==> config.mk <==
export PLATFORM = sky130hd
export DESIGN_NAME = olmc_cell
export DESIGN_NICKNAME = d
export VERILOG_FILES = /design/src/rtl/olmc_pkg.sv /design/src/rtl/olmc_rst_sync.sv /design/src/rtl/olmc_store.sv /design/src/rtl/olmc_route.sv /design/src/rtl/olmc_cell.sv
export SDC_FILE = /design/constraint.sdc
export NUM_CORES = 1
export LEC_CHECK = 0
export BUFFER_PORTS_ARGS = -buffer_cell sky130_fd_sc_hd__buf_4
export CORE_AREA = 3 3 40 42
export DETAILED_ROUTE_END_ITERATION = 10
export DIE_AREA = 0 0 43 45
export PLACE_DENSITY = 0.43
export SYNTH_ARGS = -nofsm -noshare
export SYNTH_HDL_FRONTEND = slang
export SYNTH_SLANG_ARGS = --single-unit
export TNS_END_PERCENT = 1
==> constraint.sdc <==
create_clock -name clk -period 0.8 [get_ports clk]
set_input_delay 0.08 -clock clk [delete_from_list [all_inputs] [get_ports clk]]
set_output_delay 0.08 -clock clk [all_outputs]
set_load 0.03 [all_outputs]
==> src/rtl/olmc_pkg.sv <==
package olmc_pkg;

  // Cell configuration: bit 1 chooses the mode, bit 0 the polarity.
  typedef enum logic [1:0] {
    CFG_REG_LOW   = 2'b00,
    CFG_REG_HIGH  = 2'b01,
    CFG_COMB_LOW  = 2'b10,
    CFG_COMB_HIGH = 2'b11
  } cell_cfg_e;

  function automatic logic cfg_is_comb(cell_cfg_e c);
    return c[1];
  endfunction

  function automatic logic cfg_is_high(cell_cfg_e c);
    return c[0];
  endfunction

  function automatic logic apply_pol(cell_cfg_e c, logic v);
    return cfg_is_high(c) ? v : ~v;
  endfunction

endpackage

==> src/rtl/olmc_rst_sync.sv <==
module olmc_rst_sync #(
  parameter int STAGES = 2
) (
  input  logic clk,
  input  logic rst_n,
  output logic rst_ok
);

  logic [STAGES-1:0] chain_q;
  logic [STAGES-1:0] chain_d;

  always_comb begin
    chain_d = {chain_q[STAGES-2:0], 1'b1};
  end

  always_ff @(posedge clk or negedge rst_n) begin
    if (!rst_n) chain_q <= '0;
    else        chain_q <= chain_d;
  end

  assign rst_ok = chain_q[STAGES-1];

endmodule

==> src/rtl/olmc_store.sv <==
module olmc_store (
  input  logic clk,
  input  logic rst_ok,
  input  logic ar_term,
  input  logic sp_term,
  input  logic load_en,
  input  logic load_val,
  input  logic d_in,
  output logic q
);

  logic clr_n;
  logic q_nxt;

  // The async clear is the chip reset combined with the shared clear term.
  assign clr_n = rst_ok & ~ar_term;

  // Synchronous priority: the preload comes first, then the preset, then the data.
  always_comb begin
    if (load_en)      q_nxt = load_val;
    else if (sp_term) q_nxt = 1'b1;
    else              q_nxt = d_in;
  end

  always_ff @(posedge clk or negedge clr_n) begin
    if (!clr_n) q <= 1'b0;
    else        q <= q_nxt;
  end

  assert_ar_clears_R6: assert property (@(posedge clk) disable iff (!rst_ok)
    ar_term |-> !q);

  assert_sp_sets_R7: assert property (@(posedge clk) disable iff (!rst_ok)
    (sp_term && !load_en && !ar_term) |=> (q || ar_term));

  assert_preload_R10: assert property (@(posedge clk) disable iff (!rst_ok)
    (load_en && !ar_term) |=> ((q == $past(load_val)) || ar_term));

  assert_ar_wins_R11: assert property (@(posedge clk) disable iff (!rst_ok)
    (ar_term && (sp_term || load_en)) |=> (!q || !ar_term));

endmodule

==> src/rtl/olmc_route.sv <==
module olmc_route
  import olmc_pkg::*;
(
  input  logic      clk,
  input  logic      rst_ok,
  input  cell_cfg_e cfg,
  input  logic      sum_term,
  input  logic      oe_term,
  input  logic      q,
  input  logic      pin_in,
  output logic      pin_drive,
  output logic      pin_oe,
  output logic      fb_true,
  output logic      fb_comp
);

  logic core;
  logic pad_lvl;

  always_comb begin
    core      = cfg_is_comb(cfg) ? sum_term : q;
    pin_drive = apply_pol(cfg, core);
    pin_oe    = oe_term;
    // Level on the pad side of the driver.
    pad_lvl   = oe_term ? pin_drive : pin_in;
    fb_true   = cfg_is_comb(cfg) ? pad_lvl : ~q;
    fb_comp   = ~fb_true;
  end

  assert_reg_fb_R3: assert property (@(posedge clk) disable iff (!rst_ok)
    !cfg_is_comb(cfg) |-> (fb_comp == (cfg_is_high(cfg) ? pin_drive : ~pin_drive)));

  assert_comb_drv_fb_R4: assert property (@(posedge clk) disable iff (!rst_ok)
    (cfg_is_comb(cfg) && oe_term) |-> (fb_true == pin_drive));

  assert_comb_pad_fb_R4: assert property (@(posedge clk) disable iff (!rst_ok)
    (cfg_is_comb(cfg) && !oe_term) |-> (fb_true == pin_in));

endmodule

==> src/rtl/olmc_cell.sv <==
module olmc_cell
  import olmc_pkg::*;
#(
  parameter int RST_STAGES = 2
) (
  input  logic clk,
  input  logic rst_n,
  input  logic cfg_comb,
  input  logic cfg_act_high,
  input  logic sum_term,
  input  logic oe_term,
  input  logic ar_term,
  input  logic sp_term,
  input  logic preload_en,
  input  logic preload_val,
  input  logic pin_in,
  output logic pin_drive,
  output logic pin_oe,
  output logic fb_true,
  output logic fb_comp
);

  logic      rst_ok;
  logic      q;
  cell_cfg_e cfg;

  assign cfg = cell_cfg_e'({cfg_comb, cfg_act_high});

  olmc_rst_sync #(.STAGES(RST_STAGES)) u_rst (
    .clk    (clk),
    .rst_n  (rst_n),
    .rst_ok (rst_ok)
  );

  olmc_store u_store (
    .clk      (clk),
    .rst_ok   (rst_ok),
    .ar_term  (ar_term),
    .sp_term  (sp_term),
    .load_en  (preload_en),
    .load_val (preload_val),
    .d_in     (sum_term),
    .q        (q)
  );

  olmc_route u_route (
    .clk       (clk),
    .rst_ok    (rst_ok),
    .cfg       (cfg),
    .sum_term  (sum_term),
    .oe_term   (oe_term),
    .q         (q),
    .pin_in    (pin_in),
    .pin_drive (pin_drive),
    .pin_oe    (pin_oe),
    .fb_true   (fb_true),
    .fb_comp   (fb_comp)
  );

  // A clear seen at an edge leaves an active-low registered pin high.
  assert_clear_pol_R8: assert property (@(posedge clk) disable iff (!rst_ok)
    (ar_term && !cfg_comb && !cfg_act_high) |-> pin_drive);

endmodule

==> impl_summary.md <==
Detailed routing
After detailed routing, the number of vias per cell comes to approximately 3.6. In the routed design, unresolved DRC markers number 0. In the final routed layout, each cell accounts on average for slightly below 9 um. The detailed router placed 198 vias in this run. The number of DRC markers in iteration 0 is 3. The number of nets still failing antenna checks after routing is 0. Before antenna repair, the detailed router went through 3 iterations. The routed wire length is 490 um.

STA
The final-report hold violation count came to 0. Derived from the worst setup path, the maximum achievable clock frequency is 841 MHz. In the finished design, the share of the clock period the worst path needs comes to 1.49. The max-slew violation count was 0. Setup repair after global routing could not meet its margin everywhere. Setup slack on the critical path of the routed design comes to -0.389 ns. For the final database, setup skew stands at between 0.003 and 0.004 ns.

The final hold slack is 0.0725 ns. Setup violations remaining at the end of the flow were counted as 3. Counting I/O delays and the setup requirement, the final critical path takes about 1.2 ns.

Setup path
The signal on the critical path passes through mux2i_2 > xor2_2 > buf_6. The endpoint identified for the worst register-to-register timing path is u_rst.chain_q[1]$_DFF_PN0_. The path type of the worst setup path is reg -> out. The type of element capturing the critical path is a primary output. For this run, the slowest stage of the critical path takes about 0.38 ns.

The cell type of the slowest stage on the worst timing path is dfrtp_1. Data on the critical path is required at its endpoint by between 0.7 and 0.8 ns. For the worst setup path, the data arrival time is 1.11 ns. The cell depth of the worst flop-to-flop path is 0. Of all nets on the critical path, the largest fanout is 2. The internal reg-to-reg setup slack is 0.34 ns. The nature of the critical path startpoint is a register. The timing startpoint of the critical path is u_store.q$_DFF_PN0_.

The launch point of the worst reg-to-reg path is u_rst.chain_q[0]$_DFF_PN0_.

Hold path
The cell count of the worst hold path is 2. The path class of the tightest hold or removal check is in -> reg. In this run the most critical hold path is launched from preload_en. The end point of the worst hold path is u_store.q$_DFF_PN0_.

Power and ir drop
The power density over the cells is ~1600 nW/um2. The peak supply drop is 1.02 mV. The leakage power figure is 0.186 nW.

Floorplan
The top-level port count is 15. The core footprint is ~1300 um2. The die height is about 45 um. The floorplan has 13 rows. The effective utilization at floorplan is 0.131. In this run the horizontal extent of the chip is between 40 and 50 um.

The die covers between 1500 and 2000 um2.

Logic synthesis
Yosys mapped the design onto 14 distinct sky130hd cell types. Of the post-synthesis cell area, the dominant cell type holds 0.444. Ranked by total cell area, the synthesized netlist is headed by dfrtp_1 44%, mux2i_1 5.9%, o211a_1 5.9%.

The synthesized netlist occupies a cell area of roughly 170 um2. The synthesized net count is 28. The number of storage elements in the synthesis netlist is 3. The total of warnings raised by yosys is 0. Each instance of the synthesized netlist takes up on average approximately 9.9 um2. The cell count after synthesis is 17. Of the synthesized area, sequential elements account for 0.444.

The top cell type by total area after synthesis is dfrtp_1.

Cells and area
The area growth from synthesis to layout is 125%. The layout net count is 52. The antenna diode instance count is 0. The final instance area is 380 um2. Leaving out filler cells and counting taps, the final layout contains 55.

The end-of-flow core utilization is 0.296. Of the cells placed in the final design, the portion with a size suffix greater than 1 is 0.575.

Clock tree
The buffer cell driving the clock tree root is clkbuf_4. The TritonCTS clock tree is done. Counting along the longest clock path gives a buffer depth of 2. The CTS H-tree depth is 1. After clock tree synthesis, the clock-pin slew on the worst setup and hold paths is roughly 0.04 ns. The CTS sink count is 3.

At the later pin of the worst-skew pair, clock insertion delay measures 0.23 ns. Buffers inserted during clock tree synthesis total 3.

Placement
Buffers placed on the I/O ports in this run total 14. The final weighted congestion in routability-driven placement is approximately 0.8. The final HPWL from detailed placement is 425 um.

The standard cell area after detailed placement is 323 um2. The cell total after placement is 49.

Global routing
The largest net degree at the start of global routing is 4. Global routing finished with a remaining overflow of 0. The number of global-route vias before repair is between 200 and 250. The combined global-route utilization of all metal layers is 0.0644. The number of antenna violations at the first check in global routing is 0. The wire length of the first global-routing pass is between 800 and 900 um.

Flow run
The count of max-cap constraint violations is 0.

Run status
The checks that failed: negative setup slack. The flow ran to the end, but the final reports show violations.
-- cell usage in the layout, fill, tap and decap left out --
master / Yosys / routed
dlygate4sd3_1: 0 / 2
conb_1: 1 / 1
clkbuf_4: 0 / 3
mux2i_2: 0 / 1
clkbuf_1: 0 / 1
dfrtp_1: 3 / 3
buf_6: 0 / 2
or3b_1: 1 / 1
o211a_1: 1 / 1
nand2_1: 2 / 2
nand2b_1: 1 / 1
xnor2_1: 1 / 1
xor2_2: 0 / 1
nor2_1: 1 / 1
o211ai_1: 1 / 1
buf_4: 1 / 16
nor2b_1: 1 / 1
o21ai_0: 1 / 1
-- cell families (layout without fill, tap and decap cells) --
| kind of cell | Yosys count | in the layout | synth area share |
|---|---|---|---|
| AO/OA/AOI/OAI | 3 | 3 | 0.133 |
| XOR/XNOR | 2 | 2 | 0.104 |
| buffers and inverters | 1 | 24 | 0.0445 |
| flip-flops | 3 | 3 | 0.444 |
| multiplexers | 1 | 1 | 0.0593 |
| other | 1 | 1 | 0.0222 |
| AND/OR/NAND/NOR | 6 | 6 | 0.193 |
-- per-layer routing --
metal | up-vias | global-route usage | routed length, um
met2 | 15 | 0.0988 | 201
li1 | 101 | - | -
met3 | 0 | 0.0558 | 93
met1 | 82 | 0.0587 | 195
met5 | - | 0 | 0
met4 | 0 | 0.0361 | 0
-- critical path: cells and delay by family (launching register included) --
kind / cells / cell delay (ns)
DFF: 1 / 0.38
muxes: 1 / 0.19
xor gates and xnor gates: 1 / 0.16
buffers and inverters: 1 / 0.15
-- worst max path at each step --
| stage | cells past startpoint | slack (ns) | to |
|---|---|---|---|
| 2_1_floorplan | 2 | -0.19 | pin_drive |
| 3_3_place_gp | 3 | -0.15 | pin_drive |
| 3_5_place_dp | 3 | -0.18 | pin_drive |
| 4_1_cts | 3 | -0.41 | pin_drive |
| 5_1_grt | 3 | -0.45 | pin_drive |
| 6_report | 3 | -0.39 | pin_drive |
-- sequential cells by signal (all words and copies together) (netlist names) --
signal and flops:
u_rst.chain_q 2, u_store.q 1
-- repair_timing --
action,in CTS,in global routing
hold buffers,2,0
hold endpoints to repair,3,0
buffers inserted,0,0
resized for setup,3,0
setup endpoints to repair,3,3
-- cells in the mapped netlist, drive strengths merged --
cell type and count:
buf 1, nand2 2, xnor2 1, nor2 1, o21ai 1, o211ai 1, nand2b 1, o211a 1
xor2 1, conb 1, or3b 1, nor2b 1, mux2i 1, dfrtp 3
-- area by class of cell --
cell class / count / area (um2)
tap: 15 / 18.8
multi-input combinational: 13 / 97.6
clock buffer: 4 / 26.3
fill: 133 / 905
timing repair buffer: 20 / 163
sequential: 3 / 75.1
-- power by group --
part / total [W] / internal [W] / switching [W]
logic: 0.000201 / 0.000109 / 0.0000922
clock network: 0.000255 / 0.000186 / 0.0000693
registers: 0.000166 / 0.000162 / 0.00000387
total: 0.000622 / 0.000457 / 0.000165
-- per-stage QoR --
stage	total power (W)	setup slack, ns	TNS [ns]
6_report	0.000622	-0.389	-0.897
5_1_grt	0.000674	-0.454	-1.11
4_1_cts	0.000634	-0.411	-0.946
3_5_place_dp	0.000349	-0.176	-0.485
3_3_place_gp	0.000345	-0.150	-0.423
2_1_floorplan	0.000253	-0.190	-0.241
No activity file was read; power rests on OpenSTA's default activity.
